===== config.mk =====
export PLATFORM = sky130hd
export DESIGN_NAME = mode_bank_regfile
export DESIGN_NICKNAME = d
export VERILOG_FILES = /design/src/rtl/mbr_pkg.sv /design/src/rtl/mbr_bank_map.sv /design/src/rtl/mbr_live_file.sv /design/src/rtl/mbr_shadow_store.sv /design/src/rtl/mbr_read_mux.sv /design/src/rtl/mode_bank_regfile.sv
export SDC_FILE = /design/constraint.sdc
export NUM_CORES = 2
export LEC_CHECK = 0
export ABC_AREA = 1
export BUFFER_PORTS_ARGS = -buffer_cell sky130_fd_sc_hd__buf_2
export CAP_MARGIN = 20
export CORE_MARGIN = 2
export CORE_UTILIZATION = 35
export DETAILED_ROUTE_END_ITERATION = 10
export MAX_ROUTING_LAYER = met4
export PLACE_DENSITY_LB_ADDON = 0.15
export SYNTH_ARGS = -nofsm -noshare
export SYNTH_HDL_FRONTEND = slang
export SYNTH_SLANG_ARGS = --single-unit

===== constraint.sdc =====
create_clock -name clk -period 8.55 [get_ports clk]
set_input_delay 1.71 -clock clk [delete_from_list [all_inputs] [get_ports clk]]
set_output_delay 1.71 -clock clk [all_outputs]
set_load 0.005 [all_outputs]

===== src/rtl/mbr_pkg.sv =====
`timescale 1ns/1ps
package mbr_pkg;

  localparam int MODE_W    = 5;
  localparam int NUM_BANKS = 6;
  localparam int HI_LO     = 8;   // first register of the fast-interrupt-only group
  localparam int HI_N      = 5;   // r8..r12
  localparam int SP_IDX    = 13;
  localparam int LR_IDX    = 14;

  localparam logic [MODE_W-1:0] MODE_USR = 5'b10000;
  localparam logic [MODE_W-1:0] MODE_FIQ = 5'b10001;
  localparam logic [MODE_W-1:0] MODE_IRQ = 5'b10010;
  localparam logic [MODE_W-1:0] MODE_SVC = 5'b10011;
  localparam logic [MODE_W-1:0] MODE_ABT = 5'b10111;
  localparam logic [MODE_W-1:0] MODE_UND = 5'b11011;
  localparam logic [MODE_W-1:0] MODE_SYS = 5'b11111;

  typedef enum logic [2:0] {
    BK_PLAIN = 3'd0,
    BK_FIQ   = 3'd1,
    BK_IRQ   = 3'd2,
    BK_SVC   = 3'd3,
    BK_ABT   = 3'd4,
    BK_UND   = 3'd5
  } bank_t;

  function automatic bank_t bank_of(input logic [MODE_W-1:0] m);
    case (m)
      MODE_FIQ: return BK_FIQ;
      MODE_IRQ: return BK_IRQ;
      MODE_SVC: return BK_SVC;
      MODE_ABT: return BK_ABT;
      MODE_UND: return BK_UND;
      default:  return BK_PLAIN;
    endcase
  endfunction

endpackage


===== src/rtl/mbr_bank_map.sv =====
`timescale 1ns/1ps
module mbr_bank_map
  import mbr_pkg::*;
(
  input  logic [MODE_W-1:0] mode,
  output bank_t             bank,
  output logic              is_fiq
);

  always_comb begin
    bank   = bank_of(mode);
    is_fiq = (bank == BK_FIQ);
  end

endmodule


===== src/rtl/mbr_live_file.sv =====
`timescale 1ns/1ps
module mbr_live_file #(
  parameter int DATA_W = 32,
  parameter int NREGS  = 16,
  parameter int SP_I   = 13,
  parameter int LR_I   = 14,
  parameter int HI_L   = 8,
  parameter int HI_C   = 5,
  localparam int IDX_W = $clog2(NREGS)
) (
  input  logic                             clk,
  input  logic                             rst,
  input  logic                             wr_en,
  input  logic [IDX_W-1:0]                 wr_idx,
  input  logic [DATA_W-1:0]                wr_data,
  input  logic                             ld_splr,
  input  logic [DATA_W-1:0]                ld_sp,
  input  logic [DATA_W-1:0]                ld_lr,
  input  logic                             ld_hi,
  input  logic [HI_C-1:0][DATA_W-1:0]      ld_hi_data,
  output logic [NREGS-1:0][DATA_W-1:0]     q,
  output logic [NREGS-1:0][DATA_W-1:0]     eff
);

  for (genvar i = 0; i < NREGS; i++) begin : g_reg
    logic              hit;
    logic              load;
    logic [DATA_W-1:0] load_val;

    assign hit = wr_en && (wr_idx == IDX_W'(i));

    if (i == SP_I) begin : g_sp
      assign load     = ld_splr;
      assign load_val = ld_sp;
    end else if (i == LR_I) begin : g_lr
      assign load     = ld_splr;
      assign load_val = ld_lr;
    end else if (i >= HI_L && i < HI_L + HI_C) begin : g_hi
      assign load     = ld_hi;
      assign load_val = ld_hi_data[i-HI_L];
    end else begin : g_plain
      assign load     = 1'b0;
      assign load_val = '0;
    end

    // value after this cycle's write, before any bank exchange
    assign eff[i] = hit ? wr_data : q[i];

    always_ff @(posedge clk) begin
      if (rst) begin
        q[i] <= '0;
      end else if (load) begin
        q[i] <= load_val;
      end else if (hit) begin
        q[i] <= wr_data;
      end
    end
  end

endmodule


===== src/rtl/mbr_shadow_store.sv =====
`timescale 1ns/1ps
module mbr_shadow_store #(
  parameter int DATA_W = 32,
  parameter int NBANKS = 6,
  parameter int HI_C   = 5,
  localparam int BK_W  = $clog2(NBANKS)
) (
  input  logic                        clk,
  input  logic                        rst,
  input  logic                        swap,
  input  logic [BK_W-1:0]             old_bk,
  input  logic [BK_W-1:0]             new_bk,
  input  logic [DATA_W-1:0]           sp_in,
  input  logic [DATA_W-1:0]           lr_in,
  input  logic [DATA_W-1:0]           ps_in,
  output logic [DATA_W-1:0]           sp_out,
  output logic [DATA_W-1:0]           lr_out,
  output logic [DATA_W-1:0]           ps_out,
  input  logic                        hi_swap,
  input  logic                        hi_old_sel,
  input  logic                        hi_new_sel,
  input  logic [HI_C-1:0][DATA_W-1:0] hi_in,
  output logic [HI_C-1:0][DATA_W-1:0] hi_out
);

  logic [DATA_W-1:0] sp_mem [NBANKS];
  logic [DATA_W-1:0] lr_mem [NBANKS];
  logic [DATA_W-1:0] ps_mem [NBANKS];
  logic [HI_C-1:0][DATA_W-1:0] hi_mem [2];

  always_ff @(posedge clk) begin
    if (rst) begin
      for (int b = 0; b < NBANKS; b++) begin
        sp_mem[b] <= '0;
        lr_mem[b] <= '0;
        ps_mem[b] <= '0;
      end
      hi_mem[0] <= '0;
      hi_mem[1] <= '0;
    end else begin
      if (swap) begin
        sp_mem[old_bk] <= sp_in;
        lr_mem[old_bk] <= lr_in;
        ps_mem[old_bk] <= ps_in;
      end
      if (hi_swap) begin
        hi_mem[hi_old_sel] <= hi_in;
      end
    end
  end

  assign sp_out = sp_mem[new_bk];
  assign lr_out = lr_mem[new_bk];
  assign ps_out = ps_mem[new_bk];
  assign hi_out = hi_mem[hi_new_sel];

endmodule


===== src/rtl/mbr_read_mux.sv =====
`timescale 1ns/1ps
module mbr_read_mux #(
  parameter int DATA_W = 32,
  parameter int NREGS  = 16,
  localparam int IDX_W = $clog2(NREGS)
) (
  input  logic [NREGS-1:0][DATA_W-1:0] regs,
  input  logic [IDX_W-1:0]             idx,
  output logic [DATA_W-1:0]            data
);

  assign data = regs[idx];

endmodule


===== src/rtl/mode_bank_regfile.sv =====
`timescale 1ns/1ps
module mode_bank_regfile
  import mbr_pkg::*;
#(
  parameter int DATA_W = 32,
  parameter int NREGS  = 16,
  localparam int IDX_W = $clog2(NREGS)
) (
  input  logic              clk,
  input  logic              rst,
  input  logic [IDX_W-1:0]  rd_a_idx,
  output logic [DATA_W-1:0] rd_a_data,
  input  logic [IDX_W-1:0]  rd_b_idx,
  output logic [DATA_W-1:0] rd_b_data,
  input  logic              wr_en,
  input  logic [IDX_W-1:0]  wr_idx,
  input  logic [DATA_W-1:0] wr_data,
  input  logic              sts_wr_en,
  input  logic [DATA_W-1:0] sts_wr_data,
  output logic [DATA_W-1:0] sts_rd_data,
  input  logic [MODE_W-1:0] mode_in,
  input  logic              mode_chg,
  output logic [MODE_W-1:0] mode_cur
);

  localparam int BK_W = $clog2(NUM_BANKS);

  logic [MODE_W-1:0] mode_q;
  logic [DATA_W-1:0] spsr_q;
  logic [DATA_W-1:0] spsr_eff;

  bank_t bank_cur, bank_req;
  logic  fiq_cur, fiq_req;
  logic  chg_act, bank_swap, hi_swap;

  logic [NREGS-1:0][DATA_W-1:0] live_q, live_eff;
  logic [HI_N-1:0][DATA_W-1:0]  hi_to_shadow, hi_from_shadow;
  logic [DATA_W-1:0]            sp_new, lr_new, ps_new;

  mbr_bank_map u_map_cur (.mode(mode_q),  .bank(bank_cur), .is_fiq(fiq_cur));
  mbr_bank_map u_map_req (.mode(mode_in), .bank(bank_req), .is_fiq(fiq_req));

  assign chg_act   = mode_chg && (mode_in != mode_q);
  assign bank_swap = chg_act && (bank_cur != bank_req);
  assign hi_swap   = bank_swap && (fiq_cur || fiq_req);
  assign spsr_eff  = sts_wr_en ? sts_wr_data : spsr_q;

  for (genvar k = 0; k < HI_N; k++) begin : g_hi_route
    assign hi_to_shadow[k] = live_eff[HI_LO+k];
  end

  mbr_live_file #(
    .DATA_W(DATA_W), .NREGS(NREGS), .SP_I(SP_IDX), .LR_I(LR_IDX),
    .HI_L(HI_LO), .HI_C(HI_N)
  ) u_live (
    .clk        (clk),
    .rst        (rst),
    .wr_en      (wr_en),
    .wr_idx     (wr_idx),
    .wr_data    (wr_data),
    .ld_splr    (bank_swap),
    .ld_sp      (sp_new),
    .ld_lr      (lr_new),
    .ld_hi      (hi_swap),
    .ld_hi_data (hi_from_shadow),
    .q          (live_q),
    .eff        (live_eff)
  );

  mbr_shadow_store #(
    .DATA_W(DATA_W), .NBANKS(NUM_BANKS), .HI_C(HI_N)
  ) u_shadow (
    .clk        (clk),
    .rst        (rst),
    .swap       (bank_swap),
    .old_bk     (BK_W'(bank_cur)),
    .new_bk     (BK_W'(bank_req)),
    .sp_in      (live_eff[SP_IDX]),
    .lr_in      (live_eff[LR_IDX]),
    .ps_in      (spsr_eff),
    .sp_out     (sp_new),
    .lr_out     (lr_new),
    .ps_out     (ps_new),
    .hi_swap    (hi_swap),
    .hi_old_sel (fiq_cur),
    .hi_new_sel (fiq_req),
    .hi_in      (hi_to_shadow),
    .hi_out     (hi_from_shadow)
  );

  mbr_read_mux #(.DATA_W(DATA_W), .NREGS(NREGS)) u_rd_a (
    .regs(live_q), .idx(rd_a_idx), .data(rd_a_data)
  );
  mbr_read_mux #(.DATA_W(DATA_W), .NREGS(NREGS)) u_rd_b (
    .regs(live_q), .idx(rd_b_idx), .data(rd_b_data)
  );

  always_ff @(posedge clk) begin
    if (rst) begin
      mode_q <= MODE_SYS;
      spsr_q <= '0;
    end else begin
      if (chg_act) mode_q <= mode_in;
      if (bank_swap) begin
        spsr_q <= ps_new;
      end else if (sts_wr_en) begin
        spsr_q <= sts_wr_data;
      end
    end
  end

  assign mode_cur    = mode_q;
  assign sts_rd_data = spsr_q;

endmodule


==> impl_summary.log <==
[metrics] area growth from synthesis to layout: 11.9%
[metrics] most common flop cell mapped by yosys: sky130_fd_sc_hd__edfxtp_1
[metrics] synthesis warning total: 0
[metrics] wire length reported by the detailed router: 258,000 um
[metrics] Post-synth EDFFs: 896
[metrics] post-CTS setup-driven buffer insertion count: 0
[metrics] CTS tree: built
[metrics] CTS Hold Buffers Added: 0
[metrics] average vias per placed instance: 5.26
[metrics] remaining design rule violation count: 0
[metrics] number of endpoints with negative hold slack in the final report: 0
[metrics] count of TritonRoute iterations in the first routing pass: 6
[metrics] CTS sink cnt: 1,445
[metrics] final count of pins violating max slew: 0
[metrics] Ports: 187
[metrics] worst-case headroom to the max-slew limit: 26.3%
[metrics] sequential standard cell area: 37,900 um^2
[metrics] Clock Latency Late Sink: 0.83 ns
[metrics] overall die height: 453 um
[metrics] Synth Net Count: 9,108
[metrics] sequential share of the synthesized area: 53.8%
[metrics] final net count: 8,868
[metrics] setup repair after global routing missed its margin: false
[metrics] FP Rows: 164
[metrics] number of buffers added by the clock tree synthesis step: 168
[metrics] detailed-route wire length per cell: 22.3 um
[metrics] count of different cell masters after synthesis: 25
[metrics] Maximum Capacitance Violations: 0
[metrics] number of buffers and inverters on the critical path: 3
[metrics] Crit path max-delay family: buffers and inverters
[metrics] Die X-Extent: 453 um
[metrics] Setup WS pre-CTS: 2.07 ns
[metrics] Slowest Stage Delay on Critical Path: 0.91 ns
[metrics] sort of element at the start of the critical path: primary input
[metrics] Clock Pin Slew Worst Setup and Hold Paths: 0.06 ns
[metrics] Synth async-reset ratio: 0%
[metrics] transition time at the pin with the least slew margin: 1.09 ns
[metrics] Static Leak: 32.0 nW
[metrics] CP Data Required Time: 6.84 ns
[metrics] largest net degree at the start of global routing: 145
[metrics] Detailed Place HPWL: 145,000 um
[metrics] count of buffers from port buffering: 186
[metrics] synthesized area per cell: 7.81 um^2
[metrics] number of H-tree levels: 4
[metrics] status: completed
[metrics] Max rail drop VDD: 147 uV
[metrics] Via Count: 61,100
[metrics] global-route wire length before repair: 383,000 um
[metrics] Period minus WS final: 6.04 ns
[metrics] crit path kind: primary input to output pin
[metrics] final setup violation count: 0
[metrics] Cells after Synth: 9,022
[metrics] area of the mapped netlist: 70,400 um^2
[metrics] Total Negative Setup Slacks: 0 ns
[metrics] number of global-route vias before repair: 57,700
[metrics] maximum fanout encountered on the critical timing path: 86
[metrics] class of the tightest hold or removal check: flip-flop to flip-flop
[metrics] DIE AREA: 205,000 um^2
[metrics] global-route usage over all layers: 25.4%
[metrics] final weighted congestion in routability-driven placement: 0.842
[metrics] initial antenna violation count: 38
[metrics] layout cell share with drive strength beyond 1: 6.60%
[metrics] maximum clock frequency: 0.166 GHz
[metrics] CTS resizes: 0
[metrics] count of filler cells inserted in the layout: 20,600
[metrics] Detailed Route Iter0 Violations: 5,989
[metrics] smallest setup slack after layout: 2.51 ns
[metrics] power density relative to cell area: 211 nW/um^2
[metrics] final global-route overflow total: 0
[metrics] cells along the critical path: clkbuf_8 -> inv_2 -> o21ai_0 -> o221ai_1 -> o21ai_0 -> buf_2
[metrics] Worst path most repeated cell: sky130_fd_sc_hd__o21ai_0
[metrics] data arrival time at the worst-slack endpoint: 4.33 ns
[metrics] deepest clock path buffer count: 3
[metrics] final core utilization: 39.4%
[metrics] Final Skew: 0.0411 ns
[metrics] area used by multi-input combinational logic: 26,600 um^2
[metrics] Initial Util: 35.2%
[metrics] part of the cycle the worst path needs: 70.6%
[metrics] cell with the largest stage delay on the worst path: sky130_fd_sc_hd__inv_2
[metrics] Antenna Nets Post-Route: 0
[metrics] category of the worst setup path capture point: output pin
[metrics] Clk Tree Root Cell: sky130_fd_sc_hd__clkbuf_16
[metrics] flop and latch count out of synthesis: 1,445
[metrics] Core Footprint: 200,000 um^2
[worst reg2reg max path, stage by stage (launching register included)]
cell and delay (ns):
sky130_fd_sc_hd__dfxtp_1 0.47, sky130_fd_sc_hd__nor2_1 0.13, sky130_fd_sc_hd__nand3_4 0.09, sky130_fd_sc_hd__buf_4 0.64, sky130_fd_sc_hd__nand2_1 0.28, sky130_fd_sc_hd__nand2_1 0.14, sky130_fd_sc_hd__nand2_1 0.15, sky130_fd_sc_hd__nand2_8 0.41
sky130_fd_sc_hd__nand3_1 0.28, sky130_fd_sc_hd__inv_6 0.44, sky130_fd_sc_hd__nand2_8 0.46, sky130_fd_sc_hd__nand2_4 0.87, sky130_fd_sc_hd__buf_12 0.37
[per-stage QoR]
stage	instances	hold WS, ns	power (W)	area, um^2
4_1_cts	11600	0.459	0.0167	78700
5_1_grt	11600	0.473	0.0172	78800
3_3_place_gp	11300	0.441	0.00961	73300
6_report	11600	0.459	0.0166	78800
2_1_floorplan	9022	0.430	0.00892	70400
3_5_place_dp	11300	0.449	0.00962	73300
[where the power goes]
part | switching, W | internal (W) | total [W] | leakage (nW)
Sequential | 0.000108 | 0.00767 | 0.00778 | 13.7
Combinational | 0.00129 | 0.000406 | 0.00170 | 15.6
Clock | 0.00307 | 0.00407 | 0.00714 | 2.63
Total | 0.00447 | 0.0121 | 0.0166 | 32.0
[kinds of logic after synthesis]
group / after synthesis / share of synthesized area, %
buffers and inverters: 1627 / 8.86
DFF: 1445 / 53.8
AOI/OAI and AO/OA: 2138 / 15.9
xor gates and xnor gates: 4 / 0.0497
and+or+nand+nor: 3808 / 21.4
[final cells by class]
type | count | area share (%)
inverter | 916 | 4.39
antenna | 18 | 0.0572
timing repair buffer | 301 | 2.66
tap | 2656 | 4.22
clock buffer | 259 | 6.14
multi-input combinational | 5950 | 33.7
clock inverter | 58 | 0.692
sequential | 1445 | 48.1
[state kept, by name, summed over array words and instances, names as in the netlist]
signal	cells
u_shadow.ps_mem	192
u_shadow.lr_mem	192
u_shadow.hi_mem	320
mode_cur	5
sts_rd_data	32
u_live.q	512
u_shadow.sp_mem	192
[synthesized netlist by cell type (2+ instances only)]
cell | n | area (um^2)
sky130_fd_sc_hd__nand2_2 | 2 | 12.5
sky130_fd_sc_hd__o211ai_1 | 75 | 563
sky130_fd_sc_hd__a21oi_1 | 890 | 4450
sky130_fd_sc_hd__inv_2 | 5 | 18.8
sky130_fd_sc_hd__buf_4 | 10 | 75.1
sky130_fd_sc_hd__o221ai_1 | 75 | 657
sky130_fd_sc_hd__inv_1 | 907 | 3400
sky130_fd_sc_hd__nand2_1 | 2082 | 7820
sky130_fd_sc_hd__nand3_1 | 270 | 1350
sky130_fd_sc_hd__o21ai_0 | 1081 | 5410
sky130_fd_sc_hd__clkbuf_1 | 557 | 2090
sky130_fd_sc_hd__dfxtp_1 | 549 | 11000
sky130_fd_sc_hd__buf_1 | 68 | 255
sky130_fd_sc_hd__xor2_1 | 3 | 26.3
sky130_fd_sc_hd__buf_2 | 76 | 380
sky130_fd_sc_hd__nand4_1 | 164 | 1030
sky130_fd_sc_hd__clkinv_1 | 4 | 15.0
sky130_fd_sc_hd__edfxtp_1 | 896 | 26900
sky130_fd_sc_hd__nor2_2 | 3 | 18.8
sky130_fd_sc_hd__nor2_1 | 1284 | 4820
sky130_fd_sc_hd__o22ai_1 | 17 | 106
[per-layer routing]
| metal | routed length, um | global-route usage, % | share of wire [%] | vias up |
|---|---|---|---|---|
| met2 | 122000 | 41.1 | 47 | 2222 |
| met1 | 112000 | 33.1 | 44 | 29300 |
| met5 | 0 | - | 0 | - |
| met3 | 16800 | 3.29 | 6.5 | 373 |
| li1 | - | - | - | 29200 |
| met4 | 7380 | 8.01 | 2.9 | 0 |
[path summary, 6_finish.rpt]
kind,startpoint,end,slack (ns),cells after the start
hold / removal,u_live.q[12]$_SDFFE_PP0P_,u_live.q[12]$_SDFFE_PP0P_,0.46,2
hold reg to reg,u_live.q[12]$_SDFFE_PP0P_,u_live.q[12]$_SDFFE_PP0P_,0.46,2
setup / recovery,rd_b_idx[1],rd_b_data[6],2.51,6
setup reg to reg,mode_cur[3]$_SDFFE_PP1P_,u_shadow.ps_mem[1][26]$_SDFFCE_PN0P_,3.52,12
[cells in the final DEF (no fill, tap or decap), types with 18 or more instances in the layout]
master                      count
sky130_fd_sc_hd__a21oi_1      890
sky130_fd_sc_hd__o21ai_0     1081
sky130_fd_sc_hd__inv_1        903
sky130_fd_sc_hd__edfxtp_1     896
sky130_fd_sc_hd__nor2_1      1273
sky130_fd_sc_hd__clkbuf_8      23
sky130_fd_sc_hd__dfxtp_1      549
sky130_fd_sc_hd__clkbuf_16    172
sky130_fd_sc_hd__nand3_1      264
sky130_fd_sc_hd__diode_2       18
sky130_fd_sc_hd__buf_4         94
sky130_fd_sc_hd__clkinv_2      25
sky130_fd_sc_hd__buf_2        182
sky130_fd_sc_hd__o211ai_1      75
sky130_fd_sc_hd__buf_12        21
sky130_fd_sc_hd__nand4_1      164
sky130_fd_sc_hd__nand2_1     2068
sky130_fd_sc_hd__o221ai_1      75
sky130_fd_sc_hd__clkbuf_1      66
No activity file was read; power rests on OpenSTA's default activity.
